`src/rtl/sawpwm_pkg.sv`:
```
// Shared constants for the sawtooth PWM channel: register byte offsets,
// the supported waveform code and the prescaler select limit.
package sawpwm_pkg;
    localparam logic [7:0] OFS_CTRL = 8'h2C;
    localparam logic [7:0] OFS_DIR  = 8'h30;
    localparam logic [7:0] OFS_IOC  = 8'h34;
    localparam logic [7:0] OFS_CNT  = 8'h48;
    localparam logic [7:0] OFS_CMPA = 8'h4C;
    localparam logic [7:0] OFS_CMPB = 8'h50;
    localparam logic [7:0] OFS_PER  = 8'h64;

    // Waveform: high at start, high at cycle end, toggle on compare match.
    localparam logic [4:0] WAVE_HI_END_TOGGLE = 5'h1B;

    localparam int PSEL_MAX = 5;
endpackage

```
`src/rtl/sawpwm_prescale.sv`:
```
// Prescaler: emits a one-cycle tick every 4^sel clocks while run is high.
// Assumes sel only changes while run is low; values above SEL_MAX saturate.
// The phase counter restarts from zero whenever run is low.
module sawpwm_prescale #(
    parameter int SEL_W   = 3,
    parameter int SEL_MAX = 5
) (
    input  logic             clk,
    input  logic             rst_n,
    input  logic             run,
    input  logic [SEL_W-1:0] sel,
    output logic             tick
);
    localparam int PCW = 2 * SEL_MAX;

    logic [PCW-1:0] phase;
    logic [PCW-1:0] limit;
    int             eff_sel;

    // Saturate the select and derive the terminal phase value.
    always_comb begin
        eff_sel = (sel > SEL_W'(SEL_MAX)) ? SEL_MAX : int'(sel);
        limit   = PCW'((64'd1 << (2 * eff_sel)) - 64'd1);
    end

    // Phase counter: free-runs while running, cleared when stopped.
    always_ff @(posedge clk) begin
        if (!rst_n)               phase <= '0;
        else if (!run)            phase <= '0;
        else if (phase >= limit)  phase <= '0;
        else                      phase <= phase + 1'b1;
    end

    assign tick = run && (phase == limit);


    phase_range_chk: assert property (@(posedge clk) disable iff (!rst_n)
        run |-> (phase <= limit));

    phase_restart_chk: assert property (@(posedge clk) disable iff (!rst_n)
        tick |=> (phase == '0));
endmodule

```
`src/rtl/sawpwm_count.sv`:
```
// Shared sawtooth counter. It counts up and wraps to 0 when at or above
// the period, or counts down and reloads the period at 0. A bus load
// wins over a tick. wrap flags the tick that ends a cycle.
module sawpwm_count #(
    parameter int W = 32
) (
    input  logic         clk,
    input  logic         rst_n,
    input  logic         tick,
    input  logic         up,
    input  logic         load,
    input  logic [W-1:0] load_val,
    input  logic [W-1:0] period,
    output logic [W-1:0] cnt,
    output logic         wrap
);
    assign wrap = tick && (up ? (cnt >= period) : (cnt == '0));

    // Counter state: load, wrap/reload, or single step per tick.
    always_ff @(posedge clk) begin
        if (!rst_n)     cnt <= '0;
        else if (load)  cnt <= load_val;
        else if (tick) begin
            if (wrap)   cnt <= up ? '0 : period;
            else        cnt <= up ? cnt + 1'b1 : cnt - 1'b1;
        end
    end


    up_step_chk: assert property (@(posedge clk) disable iff (!rst_n)
        (tick && up && !load && (cnt < period)) |=> (cnt == $past(cnt) + 1'b1));

    up_wrap_chk: assert property (@(posedge clk) disable iff (!rst_n)
        (tick && up && !load && (cnt >= period)) |=> (cnt == '0));

    down_reload_chk: assert property (@(posedge clk) disable iff (!rst_n)
        (tick && !up && !load && (cnt == '0)) |=> (cnt == $past(period)));

    hold_chk: assert property (@(posedge clk) disable iff (!rst_n)
        (!tick && !load) |=> $stable(cnt));
endmodule

```
`src/rtl/sawpwm_pin.sv`:
```
// One PWM output stage. It keeps a level that is set at restart and at
// each wrap and flips on a compare match. The pin is driven only while
// running, enabled and programmed with the supported waveform code.
module sawpwm_pin #(
    parameter int W = 32
) (
    input  logic         clk,
    input  logic         rst_n,
    input  logic         run,
    input  logic         restart,
    input  logic         tick,
    input  logic         wrap,
    input  logic [W-1:0] cnt,
    input  logic [W-1:0] cmp,
    input  logic [4:0]   code,
    input  logic         oe,
    output logic         pin
);
    import sawpwm_pkg::*;

    logic level;

    // Output level: high on start and wrap, flipped on compare match.
    always_ff @(posedge clk) begin
        if (!rst_n)                level <= 1'b0;
        else if (restart)          level <= 1'b1;
        else if (tick) begin
            if (wrap)              level <= 1'b1;
            else if (cnt == cmp)   level <= ~level;
        end
    end

    assign pin = run && oe && (code == WAVE_HI_END_TOGGLE) && level;


    wrap_high_chk: assert property (@(posedge clk) disable iff (!rst_n)
        (tick && wrap && !restart) |=> level);

    match_toggle_chk: assert property (@(posedge clk) disable iff (!rst_n)
        (tick && !wrap && !restart && (cnt == cmp)) |=> (level != $past(level)));

    disabled_low_chk: assert property (@(posedge clk) disable iff (!rst_n)
        !oe |-> !pin);
endmodule

```
`src/rtl/sawpwm_channel.sv`:
```
// Dual-output sawtooth PWM timer channel. Register file, shared
// prescaler and counter, and two output stages. Mode and prescaler
// writes are dropped while the start bit is set. Only mode 0 counts.
module sawpwm_channel #(
    parameter int CNT_W  = 32,
    parameter int ADDR_W = 8,
    parameter int DATA_W = 32,
    parameter int NPIN   = 2
) (
    input  logic              clk,
    input  logic              rst_n,
    input  logic              bus_wr,
    input  logic [ADDR_W-1:0] bus_addr,
    input  logic [DATA_W-1:0] bus_wdata,
    output logic [DATA_W-1:0] bus_rdata,
    output logic              pwm_a,
    output logic              pwm_b
);
    import sawpwm_pkg::*;

    logic             start_q;
    logic [2:0]       mode_q;
    logic [2:0]       psel_q;
    logic [1:0]       dir_q;
    logic [4:0]       wave_q [NPIN];
    logic             oe_q   [NPIN];
    logic [CNT_W-1:0] cmp_q  [NPIN];
    logic [CNT_W-1:0] per_q;
    logic [CNT_W-1:0] cnt;
    logic             tick, wrap, run, restart;
    logic             wr_ctrl, wr_cnt;
    logic [NPIN-1:0]  pins;

    assign wr_ctrl = bus_wr && (bus_addr == ADDR_W'(OFS_CTRL));
    assign wr_cnt  = bus_wr && (bus_addr == ADDR_W'(OFS_CNT));
    assign run     = start_q && (mode_q == 3'd0);
    assign restart = wr_ctrl && bus_wdata[0] && !start_q;

    // Control register: start always writable, mode/prescale only when stopped.
    always_ff @(posedge clk) begin
        if (!rst_n) begin
            start_q <= 1'b0;
            mode_q  <= '0;
            psel_q  <= '0;
        end else if (wr_ctrl) begin
            start_q <= bus_wdata[0];
            if (!start_q) begin
                mode_q <= bus_wdata[18:16];
                psel_q <= bus_wdata[26:24];
            end
        end
    end

    // Direction, period, output-control and compare registers.
    always_ff @(posedge clk) begin
        if (!rst_n) begin
            dir_q <= 2'b01;
            per_q <= '0;
            for (int i = 0; i < NPIN; i++) begin
                wave_q[i] <= '0;
                oe_q[i]   <= 1'b0;
                cmp_q[i]  <= '0;
            end
        end else if (bus_wr) begin
            if (bus_addr == ADDR_W'(OFS_DIR)) dir_q <= bus_wdata[1:0];
            if (bus_addr == ADDR_W'(OFS_PER)) per_q <= bus_wdata[CNT_W-1:0];
            if (bus_addr == ADDR_W'(OFS_IOC)) begin
                for (int i = 0; i < NPIN; i++) begin
                    wave_q[i] <= bus_wdata[16*i +: 5];
                    oe_q[i]   <= bus_wdata[16*i + 8];
                end
            end
            if (bus_addr == ADDR_W'(OFS_CMPA)) cmp_q[0] <= bus_wdata[CNT_W-1:0];
            if (bus_addr == ADDR_W'(OFS_CMPB)) cmp_q[NPIN-1] <= bus_wdata[CNT_W-1:0];
        end
    end

    // Read mux: combinational view of the addressed register.
    always_comb begin
        bus_rdata = '0;
        case (bus_addr)
            ADDR_W'(OFS_CTRL): bus_rdata = DATA_W'({5'b0, psel_q, 5'b0, mode_q, 15'b0, start_q});
            ADDR_W'(OFS_DIR):  bus_rdata = DATA_W'(dir_q);
            ADDR_W'(OFS_IOC):  bus_rdata = DATA_W'({7'b0, oe_q[NPIN-1], 3'b0, wave_q[NPIN-1],
                                                    7'b0, oe_q[0], 3'b0, wave_q[0]});
            ADDR_W'(OFS_CNT):  bus_rdata = DATA_W'(cnt);
            ADDR_W'(OFS_CMPA): bus_rdata = DATA_W'(cmp_q[0]);
            ADDR_W'(OFS_CMPB): bus_rdata = DATA_W'(cmp_q[NPIN-1]);
            ADDR_W'(OFS_PER):  bus_rdata = DATA_W'(per_q);
            default:           bus_rdata = '0;
        endcase
    end

    sawpwm_prescale #(.SEL_W(3), .SEL_MAX(PSEL_MAX)) i_prescale (
        .clk(clk), .rst_n(rst_n), .run(run), .sel(psel_q), .tick(tick)
    );

    sawpwm_count #(.W(CNT_W)) i_count (
        .clk(clk), .rst_n(rst_n), .tick(tick), .up(dir_q[0]),
        .load(wr_cnt), .load_val(bus_wdata[CNT_W-1:0]), .period(per_q),
        .cnt(cnt), .wrap(wrap)
    );

    for (genvar g = 0; g < NPIN; g++) begin : g_pin
        sawpwm_pin #(.W(CNT_W)) i_pin (
            .clk(clk), .rst_n(rst_n), .run(run), .restart(restart),
            .tick(tick), .wrap(wrap), .cnt(cnt), .cmp(cmp_q[g]),
            .code(wave_q[g]), .oe(oe_q[g]), .pin(pins[g])
        );
    end

    assign pwm_a = pins[0];
    assign pwm_b = pins[NPIN-1];


    locked_fields_chk: assert property (@(posedge clk) disable iff (!rst_n)
        (wr_ctrl && start_q) |=> ((mode_q == $past(mode_q)) && (psel_q == $past(psel_q))));

    stopped_low_chk: assert property (@(posedge clk) disable iff (!rst_n)
        !run |-> (!pwm_a && !pwm_b));
endmodule

```
`config.mk`:
```
export PLATFORM = sky130hd
export DESIGN_NAME = sawpwm_channel
export DESIGN_NICKNAME = d
export VERILOG_FILES = /design/src/rtl/sawpwm_pkg.sv /design/src/rtl/sawpwm_prescale.sv /design/src/rtl/sawpwm_count.sv /design/src/rtl/sawpwm_pin.sv /design/src/rtl/sawpwm_channel.sv
export SDC_FILE = /design/constraint.sdc
export NUM_CORES = 1
export LEC_CHECK = 0
export ABC_CLOCK_PERIOD_IN_PS = 3700
export BUFFER_PORTS_ARGS = -buffer_cell sky130_fd_sc_hd__buf_4
export CORE_ASPECT_RATIO = 1.25
export CORE_UTILIZATION = 45
export CTS_CLUSTER_SIZE = 30
export DETAILED_ROUTE_END_ITERATION = 6
export PLACE_DENSITY = 0.63
export SYNTH_ARGS = -nofsm -noshare
export SYNTH_HDL_FRONTEND = slang
export SYNTH_SLANG_ARGS = --single-unit
```
`constraint.sdc`:
```
create_clock -name clk -period 3.7 [get_ports clk]
set_input_delay 0 -clock clk [delete_from_list [all_inputs] [get_ports clk]]
set_output_delay 0 -clock clk [all_outputs]
set_load 0.01 [all_outputs]
```
# == Yosys cells after proc, flatten, opt, wreduce, memory -nomap -nowiden ==
# Memory sizes are Yosys's and may differ from the RTL's.
# Cells that the tools add are included.
# word_totals
regBits,85
output_inout_bits,34
input_bits,43
memories,3
ram_bits,76
# classes
n_bitwise,11
n_reduce_logical,26
magnitude_cmp,3
shift,1
muxes,35
eq_ne,12
add_sub_neg,4
# mem_list
memory,words,width,rd,rd_ports_with_merged_regs,write_ports,line,source
cmp_q,2,32,2,0,2,sawpwm_channel.sv:27,logic [CNT_W-1:0] cmp_q [NPIN];
wave_q,2,5,2,0,2,sawpwm_channel.sv:25,logic [4:0] wave_q [NPIN];
oe_q,2,1,2,0,2,sawpwm_channel.sv:26,logic oe_q [NPIN];
# op_table
operator,count
$mux W32,7
$pmux W32 S7,1
$eq A32 B32 Y1,2
$add A32 B1 Y32 const B,1
$eq A8 B7 Y1 const B,4
$ge A32 B32 Y1,1
$logic_not A32 Y1,1
$shl A1 B32 Y10 const A,1
$sub A32 B1 Y32 const B,1
$eq A8 B6 Y1 const B,3
$mux W1,24
$logic_and A1 B1 Y1,13
$add A10 B1 Y10 const B,1
$eq A10 B10 Y1,1
$eq A5 B5 Y1 const B,2
$ge A10 B10 Y1,1
$mux W5,2
$reduce_and A2 Y1,5
$sub A10 B1 Y10 const B,1
$or A1 B1 Y1,6
$reduce_bool A3 Y1,2
$not A1 Y1,5
$reduce_bool A2 Y1,2
$gt A3 B3 Y1 const B,1
4 further kinds,4

# == Logic depth before layout (Yosys ltp) ==
# Gate-level depths: netlist of the first run.
# logic_depth
ltp_word,10
depth_mapped,18
mapped_depth_nobuf,15

# == Hierarchy ==
# From an unflattened synthesis of the first run, not the netlist that was laid out.
# hier_totals
hier_cells,1278
hier_area_um2,11407.2
# by_module_without_submodules
mod,area_per_inst_um2,instances,cells_per_inst
sawpwm_channel,5290.1,1,479
sawpwm_count,4439.3,1,602
sawpwm_pin,466.7,2,57
sawpwm_prescale,744.5,1,83

# == Worst setup path after synthesis of the first run ==
# OpenSTA, ideal clock, no wires.
# synth_path
kind,register -> register
from,register dir_q[0]
to,register i_count.cnt[25]
path_slack_ns,-0.147
t_arrival_ns,3.725
t_required_ns,3.578
path_stages_with_launch,15
setup_time_ns,0.122
n_path_buf,1
path_cell_list,dfxtp_1 -> inv_2 -> clkbuf_1 -> ha_1 -> nor2_1 -> o41a_4 -> o22a_4 -> o211ai_2 -> a21o_1 -> a21o_4 -> a41oi_2 -> nor4_2 -> nor2_1 -> xnor2_1 -> a221o_1
# synth_between
elab_chain_len,5
# synth_lines
element,line,source
"start, declared",sawpwm_channel.sv:24,logic [1:0] dir_q;
"start signal, assigned",sawpwm_channel.sv:65,if (bus_addr == ADDR_W'(OFS_DIR)) dir_q <= bus_wdata[1:0];
$mux W1,sawpwm_count.sv:17,assign wrap = tick && (up ? (cnt >= period) : (cnt == '0));
$logic_and A1 B1 Y1,sawpwm_count.sv:17,
$mux W32 (*),sawpwm_count.sv:24,if (wrap) cnt <= up ? '0 : period;
$mux W32 (*),sawpwm_count.sv:23,else if (tick) begin
$mux W32 (*),sawpwm_count.sv:22,else if (load) cnt <= load_val;
"end signal, assigned",sawpwm_count.sv:22,
"end signal, assigned",sawpwm_count.sv:24,
"end signal, assigned",sawpwm_count.sv:25,else cnt <= up ? cnt + 1'b1 : cnt - 1'b1;
"end, declared",sawpwm_count.sv:14,"output logic [W-1:0] cnt,"
# Every way passes the cells marked *; elsewhere a longest branch is shown, timed or not. The select of a mux whose other input is x is not followed.
# A chain may end at the register's enable or synchronous reset.

# == Worst setup path after layout of the first run ==
# layout_path
from,register psel_q[0]
to,register i_count.cnt[7]
# layout_between
elab_chain_len,10
# layout_lines
element,line,source
"start, declared",sawpwm_channel.sv:23,logic [2:0] psel_q;
"start signal, assigned",sawpwm_channel.sv:49,psel_q <= bus_wdata[26:24];
$gt A3 B3 Y1,sawpwm_prescale.sv:22,eff_sel = (sel > SEL_W'(SEL_MAX)) ? SEL_MAX : int'(sel);
$mux W3 (*),sawpwm_prescale.sv:22,
$shl A1 B32 Y10 (*),sawpwm_prescale.sv:23,limit = PCW'((64'd1 << (2 * eff_sel)) - 64'd1);
$sub A10 B1 Y10 (*),sawpwm_prescale.sv:23,
$eq A10 B10 Y1 (*),sawpwm_prescale.sv:34,assign tick = run && (phase == limit);
$logic_and A1 B1 Y1 (*),sawpwm_prescale.sv:34,
$logic_and A1 B1 Y1,sawpwm_count.sv:17,
$mux W32,sawpwm_count.sv:24,
$mux W32,sawpwm_count.sv:23,
$mux W32,sawpwm_count.sv:22,
# Marked as above.

==> metrics.md, run 1 <==
| Metric | Value |
|---|---|
| Status | `finished, final reports clean` |
| Final worst path period need | `3360 ps` |
| R2R Path End | `i_count.cnt[7]` |
| Worst Max-Slew Pin Slew | `between 1000 and 1500 ps` |
| Placed cell count | `approximately 1,500` |
| CP required | `between 4000 and 5000 ps` |
| Power Density | `between 300 and 400 nW/um2` |
| Min-delay worst type | `primary input to register` |
| RSZ-0062 raised after global routing | `false` |
| Combinational share of power | `5.7%` |
| CP Launch Type | `register` |
| Hold Crit Endpoint | `start_q` |
| Final setup violation count | `0` |
| Switching Share | `between 20 and 25%` |
| Hold path start | `rst_n` |
| Critical path type | `register to register` |
| DR iter-0 viols | `around 840` |
| HPWL Detailed | `between 20,000 and 30,000 um` |
| Synth Area per Inst | `roughly 9.0 um2` |
| Worst Hold Path Cells | `2` |
| Gpl congestion | `between 0.9 and 1` |
| Worst R2R Setup Slack | `340 ps` |
| Chip Width | `approximately 140 um` |
| Setup TNS Final | `0 ps` |
| First drt pass iteration count | `5` |
| Commonest non-fill, non-tap cells in the layout | `nand2_1, buf_4, dfxtp_1` |
| Largest net degree at the start of global routing | `46` |
| Final instance area | `~13,000 um2` |
| Netlist cell types | `72` |
| Vias after detailed routing | `between 9,000 and 10,000` |
| Slew Limit Fails | `0` |
| Ys flop type | `dfxtp_1` |
| Clock Tree Buf Depth | `2` |
| Worst reg2reg path startpoint | `psel_q[0]` |
| Fin worst setup slack | `340 ps` |
| Slew HR | `between 20 and 30%` |
| Setup crit end kind | `register` |
| Clock power share | `46.0%` |
| Remaining global-route overflow | `0` |
| Total power | `around 4.0 mW` |
| Filler Cells Inserted | `2,058` |
| Most common cell after layout, fill and taps aside | `nand2_1` |
| Initial Util | `46.3%` |
| IO Port Bufs | `76` |
| Max frequency | `0.298 GHz` |
| Post-Synthesis Cells | `approximately 1,200` |
| Final Net Count | `about 1,400` |
| Mapped Area | `roughly 11,000 um2` |
| Die Area | `between 20,000 and 25,000 um2` |
| Post-synthesis sequential area ratio | `a little under two fifths` |
| VDD IR max | `roughly 0.00032 V` |
| Initial antenna violation count | `0` |
| Pint | `roughly 3.1 mW` |
| Worst-path clk slew | `70 ps` |
| Area after DPL | `11,700 um2` |
| Sequential Area | `about 4000 um2` |
| Core box area | `about 23,000 um2` |
| Total CTS buffers | `17` |
| P_leak | `around 5.2 nW` |
| Clock sink count | `roughly 160` |
| Fin Clk Skew | `10.0 ps` |
| IO Count | `77` |
| Cell Rows | `62` |
| CTS HTree Levels | `4` |
| Max FO, Critical Path | `19` |
| Post-synth EDFFs | `76` |
| Via-to-Cell Ratio | `6.08` |
| Post-route insts no fill | `roughly 1,600` |
| Setup WS pre-CTS | `243 ps` |
| CTS Root Cell | `clkbuf_16` |
| Detailed Route WL | `~35,000 um` |
| Vias in the first global route | `9,423` |
| Residual DRC | `0` |
| Syn Nets | `~1,300` |
| Area growth syn-to-layout | `17.8%` |
| CTS tree | `done` |
| Crit path DAT | `roughly 3700 ps` |
| Seq cells post-synth | `between 150 and 200` |
| Final Cycle Share | `between 90 and 100%` |
| Drt wl/cell | `roughly 22 um` |
| Fin. Hold Viols | `0` |
| Overall routing resource usage | `between 20 and 30%` |
| Diode count | `0` |
| Worst hold slack | `about 47 ps` |
| Clock Latency Late Sink | `approximately 450 ps` |
| Net Switching | `slightly above 0.9 mW` |
| Asr flop ratio synth | `0%` |
| Reg2reg path depth | `14` |
| Share of post-route cells with drive strength above 1 | `12.4%` |
| Area of the multi-input gates | `around 6300 um2` |
| Final Util | `54.5%` |
| Die Ht | `between 150 and 200 um` |
| Routed Antenna Nets | `0` |
| Total of max-cap violations | `0` |
| Reg power frac | `between 40% and 50%` |
| Syn. warnings | `0` |
| First-pass GRT wire length | `between 50,000 and 60,000 um` |
-- power by group through the flow --
| stage | clock (mW) | combinational, mW | sequential, mW |
|---|---|---|---|
| detailed placement | 0 | 0.194 | 1.98 |
| global placement | 0 | 0.195 | 1.98 |
| floorplan | 0 | 0.0831 | 1.97 |
| global route | 1.92 | 0.238 | 1.95 |
| CTS | 1.86 | 0.224 | 1.94 |
| finish | 1.85 | 0.227 | 1.94 |
-- metal layers --
metal / vias up / GRT usage, % / wire (um)
met5: - / 0 / 0
met3: 79 / 5.04 / 2500
met2: 426 / 45.6 / 15700
li1: 4575 / - / -
met4: 0 / 16.5 / 1780
met1: 4618 / 37.1 / 14600
-- Yosys cell counts, types with 3 or more instances --
library cell | count | area (um2)
a211oi_1 | 5 | 37.5
a21boi_0 | 7 | 52.6
a21boi_1 | 50 | 375
a21o_1 | 24 | 180
a21oi_1 | 52 | 260
a221o_1 | 6 | 60.1
a222oi_1 | 9 | 90.1
a22oi_1 | 63 | 473
a311oi_1 | 3 | 26.3
a31oi_1 | 6 | 37.5
and2_1 | 47 | 294
and3_1 | 6 | 37.5
buf_2 | 7 | 35.0
buf_4 | 3 | 22.5
buf_6 | 3 | 33.8
clkbuf_1 | 49 | 184
dfxtp_1 | 85 | 1700
edfxtp_1 | 76 | 2280
ha_1 | 74 | 926
inv_1 | 43 | 161
inv_2 | 3 | 11.3
mux2i_1 | 9 | 90.1
nand2_1 | 165 | 619
nand2b_1 | 5 | 31.3
nand3_1 | 46 | 230
nand4_1 | 21 | 131
nor2_1 | 47 | 176
nor2b_1 | 17 | 106
nor3_1 | 9 | 45.0
nor3b_1 | 3 | 22.5
nor4_1 | 29 | 181
o2111ai_1 | 4 | 35.0
o211ai_1 | 21 | 158
o21a_1 | 5 | 37.5
o21ai_0 | 17 | 85.1
o21ai_1 | 19 | 95.1
o21bai_1 | 6 | 45.0
o311ai_1 | 4 | 35.0
or3_1 | 4 | 25.0
xnor2_1 | 22 | 193
xor2_1 | 81 | 709
-- worst max path at each step --
stage,start,end,slack [ps],cells after the start
2_1_floorplan,dir_q[0],i_count.cnt[25],250,14
3_3_place_gp,psel_q[0],i_count.cnt[12],340,14
3_5_place_dp,psel_q[0],i_count.cnt[7],240,14
4_1_cts,psel_q[0],i_count.cnt[7],230,14
5_1_grt,psel_q[0],i_count.cnt[12],60,14
6_report,psel_q[0],i_count.cnt[7],340,14
-- cell families (layout without fill, tap and decap cells) --
| logic type | count (synthesis) | after routing | share of synthesized area (%) |
|---|---|---|---|
| multiplexers | 9 | 9 | 0.839 |
| AO/OA/AOI/OAI | 325 | 325 | 21.9 |
| buffers and inverters | 109 | 222 | 4.25 |
| flip-flops | 161 | 161 | 37.1 |
| XOR/XNOR | 103 | 103 | 8.40 |
| adder cells (fa/ha/maj) | 75 | 75 | 8.81 |
| AND/OR/NAND/NOR | 411 | 411 | 18.7 |
-- state kept, by name (all words and copies together) (netlist names) --
register / flops
i_count.cnt: 32
g_pin.i_pin.level: 2
oe_q: 2
cmp_q: 64
psel_q: 3
wave_q: 10
per_q: 32
mode_q: 3
start_q: 1
i_prescale.phase: 10
dir_q: 2
-- worst max-delay path: stages, from the launching register on --
cell and delay, ps:
dfxtp_1 300, or3_1 410, ha_1 240, xnor2_1 130, ha_1 300, nand4_1 110
nor2_1 170, and3_2 280, nand2_1 120, o31ai_4 360, buf_6 240, nor2_1 70
a311o_1 320, o211ai_1 90, a21boi_1 80
-- timing repair --
action                     CTS  global route
gates resized for setup      0             3
hold endpoints to repair   144             0
setup endpoints to repair    0             7
hold buffers                35             0
setup buffers                0             0
-- cell type report --
| type | instances | share of cell area [%] |
|---|---|---|
| Clock buffer | 19 | 3.58 |
| Timing Repair Buffer | 143 | 9.31 |
| Inverter | 47 | 1.43 |
| Multi-Input combinational cell | 923 | 50.1 |
| Clock inverter | 13 | 1.26 |
| Tap cell | 288 | 2.85 |
| Sequential cell | 161 | 31.5 |
(Power assumes the default switching activity.)
==> run 2, diff against run 1 <==
BUFFER_PORTS_ARGS = -buffer_cell sky130_fd_sc_hd__buf_2   (was -buffer_cell sky130_fd_sc_hd__buf_4)
==> run 2 against run 1 <==
Register-to-register slack worse by 100 ps. Wire length decreased by 1.4%. Final cell count grew 0.13%. Clock power decreased by 5%. Critical path depth is the same. Design area down 1.5%. Clock skew shrank 1.8 ps. Hold slack got worse by 2.3 ps. First-iteration DRC count rose by 6.2%. Worst setup slack got worse by 100 ps. Via count rose by 0.31%. Combinational power fell by 5%. Critical path type unchanged. Critical endpoint is now i_count.cnt[6]. Highest routed layer unchanged.
==> metrics.md, run 2 (synthesized netlist as in run 1, its figures left out) <==
| Metric | Value |
|---|---|
| Biggest regs | `cmp_q: 64 flops, i_count.cnt: 32 flops, per_q: 32 flops` |
| Share of post-route cells with drive strength above 1 | `between 10% and 20%` |
| CP required | `just over 4000 ps` |
| Max FO, Critical Path | `26` |
| Hold Crit Endpoint | `dir_q[0]` |
| Worst Max-Slew Pin Slew | `~880 ps` |
| Area growth syn-to-layout | `16.0%` |
| Clock power share | `about 45%` |
| CTS tree | `done` |
| Combinational share of power | `roughly 5.5%` |
| Clock Latency Late Sink | `between 400 and 500 ps` |
| Max reg flops | `64` |
| Setup crit end kind | `register` |
| Die Ht | `around 170 um` |
| Area of the multi-input gates | `6340 um2` |
| Final worst path period need | `~3500 ps` |
| Vias in the first global route | `between 9,000 and 10,000` |
| Worst R2R Setup Slack | `240 ps` |
| Worst hold slack | `44.3 ps` |
| Initial antenna violation count | `0` |
| Top Family by Delay on Critical Path | `simple AND/OR/NAND/NOR gates` |
| DR iter-0 viols | `approximately 890` |
| Core box area | `between 20,000 and 25,000 um2` |
| Commonest non-fill, non-tap cells in the layout | `nand2_1, dfxtp_1, xor2_1` |
| IO Count | `just under 80` |
| Slowest cell on the critical path | `or3_1` |
| Fin Clk Skew | `a little over 8 ps` |
| VDD IR max | `between 0.0002 and 0.0003 V` |
| Crit path DAT | `approximately 3800 ps` |
| Max frequency | `between 0.2 and 0.3 GHz` |
| Final Net Count | `roughly 1,400` |
| Min-delay worst type | `primary input to register` |
| Vias after detailed routing | `9,728` |
| Top cell by count, worst path | `ha_1` |
| Power Density | `314 nW/um2` |
| Total of max-cap violations | `0` |
| Critical path type | `register to register` |
| Placed cell count | `1,526` |
| Area after DPL | `between 10,000 and 15,000 um2` |
| CP Launch Type | `register` |
| Worst reg2reg path startpoint | `psel_q[0]` |
| Post-route insts no fill | `~1,600` |
| Total CTS buffers | `17` |
| Net Switching | `between 0.8 and 0.9 mW` |
| Clock Tree Buf Depth | `2` |
| Worst Hold Path Cells | `4` |
| R2R Path End | `i_count.cnt[6]` |
| Via-to-Cell Ratio | `around 6.1` |
| Clock sink count | `approximately 160` |
| Reg power frac | `about half` |
| Critical Path Max Stage Delay | `~420 ps` |
| Overall routing resource usage | `28.7%` |
| Diode count | `0` |
| Slew Limit Fails | `0` |
| Filler Cells Inserted | `2,096` |
| Slew HR | `around 41%` |
| CTS Root Cell | `clkbuf_16` |
| Pint | `approximately 3.0 mW` |
| Remaining global-route overflow | `0` |
| P_leak | `5.18 nW` |
| Detailed Route WL | `around 34,000 um` |
| Largest net degree at the start of global routing | `39` |
| Most flop-heavy register | `cmp_q` |
| Status | `finished, final reports clean` |
| Worst-path clk slew | `approximately 70 ps` |
| Routed Antenna Nets | `0` |
| Buf/Inv on CP | `2` |
| First drt pass iteration count | `6` |
| Switching Share | `about 22%` |
| Die Area | `24,500 um2` |
| Reg2reg path depth | `14` |
| Fin. Hold Viols | `0` |
| Final instance area | `~12,000 um2` |
| First-pass GRT wire length | `roughly 54,000 um` |
| Hold path start | `bus_addr[2]` |
| Cell Rows | `62` |
| Crit path cell chain | `or3_1 > ha_1 > xnor2_1 > ha_1 > nand4_1 > nor2_1 > and3_1 > nand2_1 > o31ai_4 > buf_12 > inv_2 > o311ai_1 > o211ai_1 > a21boi_1` |
| Final setup violation count | `0` |
| Initial Util | `between 40% and 50%` |
| Final Cycle Share | `between 90% and 100%` |
| Chip Width | `140 um` |
| Sequential Area | `3980 um2` |
| Gpl congestion | `roughly 0.9` |
| Most common cell after layout, fill and taps aside | `nand2_1` |
| CTS HTree Levels | `4` |
| IO Port Bufs | `76` |
| Residual DRC | `0` |
| Drt wl/cell | `21.4 um` |
| HPWL Detailed | `~25,000 um` |
run 2: cell count changes in the layout (fill, tap and decap cells not counted), moves of 2 or more:
cell	change
buf_12	+2
buf_2	+76
buf_4	-76
clkbuf_8	-2
clkinv_1	+4
clkinv_2	+2
clkinv_4	-3
run 2: worst max path at each step:
stage | start | endpoint | slack (ps) | depth (start not counted)
after global placement | psel_q[0] | i_count.cnt[24] | 160 | 13
final | psel_q[0] | i_count.cnt[6] | 240 | 14
after global routing | psel_q[0] | i_count.cnt[5] | -0.7 | 14
after CTS | psel_q[0] | i_count.cnt[25] | 50 | 13
after detailed placement | psel_q[0] | i_count.cnt[20] | 70 | 13
after floorplan | dir_q[0] | i_count.cnt[25] | 250 | 14
run 2: worst register-to-register path, stage by stage (launching register included):
cell,delay (ps)
dfxtp_1,300
or3_1,420
ha_1,240
xnor2_1,130
ha_1,300
nand4_1,90
nor2_1,180
and3_1,330
nand2_1,150
o31ai_4,290
buf_12,210
inv_2,150
o311ai_1,290
o211ai_1,140
a21boi_1,160
run 2: cell type report:
| type | count | area share (%) |
|---|---|---|
| clock buffers | 17 | 3.41 |
| flip-flops and latches | 161 | 32.0 |
| repair buffers | 145 | 8.23 |
| well taps | 288 | 2.89 |
| multi-input cells | 923 | 50.8 |
| inverters | 47 | 1.46 |
| clock inverters | 15 | 1.19 |
run 2: metrics by stage:
| stage | power [mW] | setup slack [ps] | TNS [ps] | utilization [%] |
|---|---|---|---|---|
| after floorplan | 2.05 | 247 | 0 | - |
| after global placement | 2.16 | 163 | 0 | 49.6 |
| after detailed placement | 2.16 | 73.9 | 0 | 49.6 |
| after CTS | 3.93 | 46.5 | 0 | 53.6 |
| after global routing | 4.00 | -0.680 | -0.680 | 53.7 |
| final | 3.91 | 240 | 0 | 53.7 |
run 2: power by group through the flow:
stage | combinational [mW] | clock (mW) | sequential [mW]
finish | 0.216 | 1.76 | 1.94
global route | 0.227 | 1.83 | 1.95
CTS | 0.212 | 1.77 | 1.94
detailed placement | 0.183 | 0 | 1.98
global placement | 0.185 | 0 | 1.98
floorplan | 0.0831 | 0 | 1.97
run 2: what timing repair did:
| item | in CTS | in global routing |
|---|---|---|
| resized for setup | 0 | 1 |
| endpoints found under the hold margin | 141 | 0 |
| hold buffers | 36 | 0 |
| endpoints found under the setup margin | 0 | 12 |
| buffers inserted | 0 | 2 |
run 2: routing by layer:
metal	GRT usage [%]	up-vias	wire length (um)
met5	0	-	0
met4	12.1	0	1220
met3	3.59	73	2510
met2	46.5	420	15900
met1	38.6	4655	14500
li1	-	4580	-
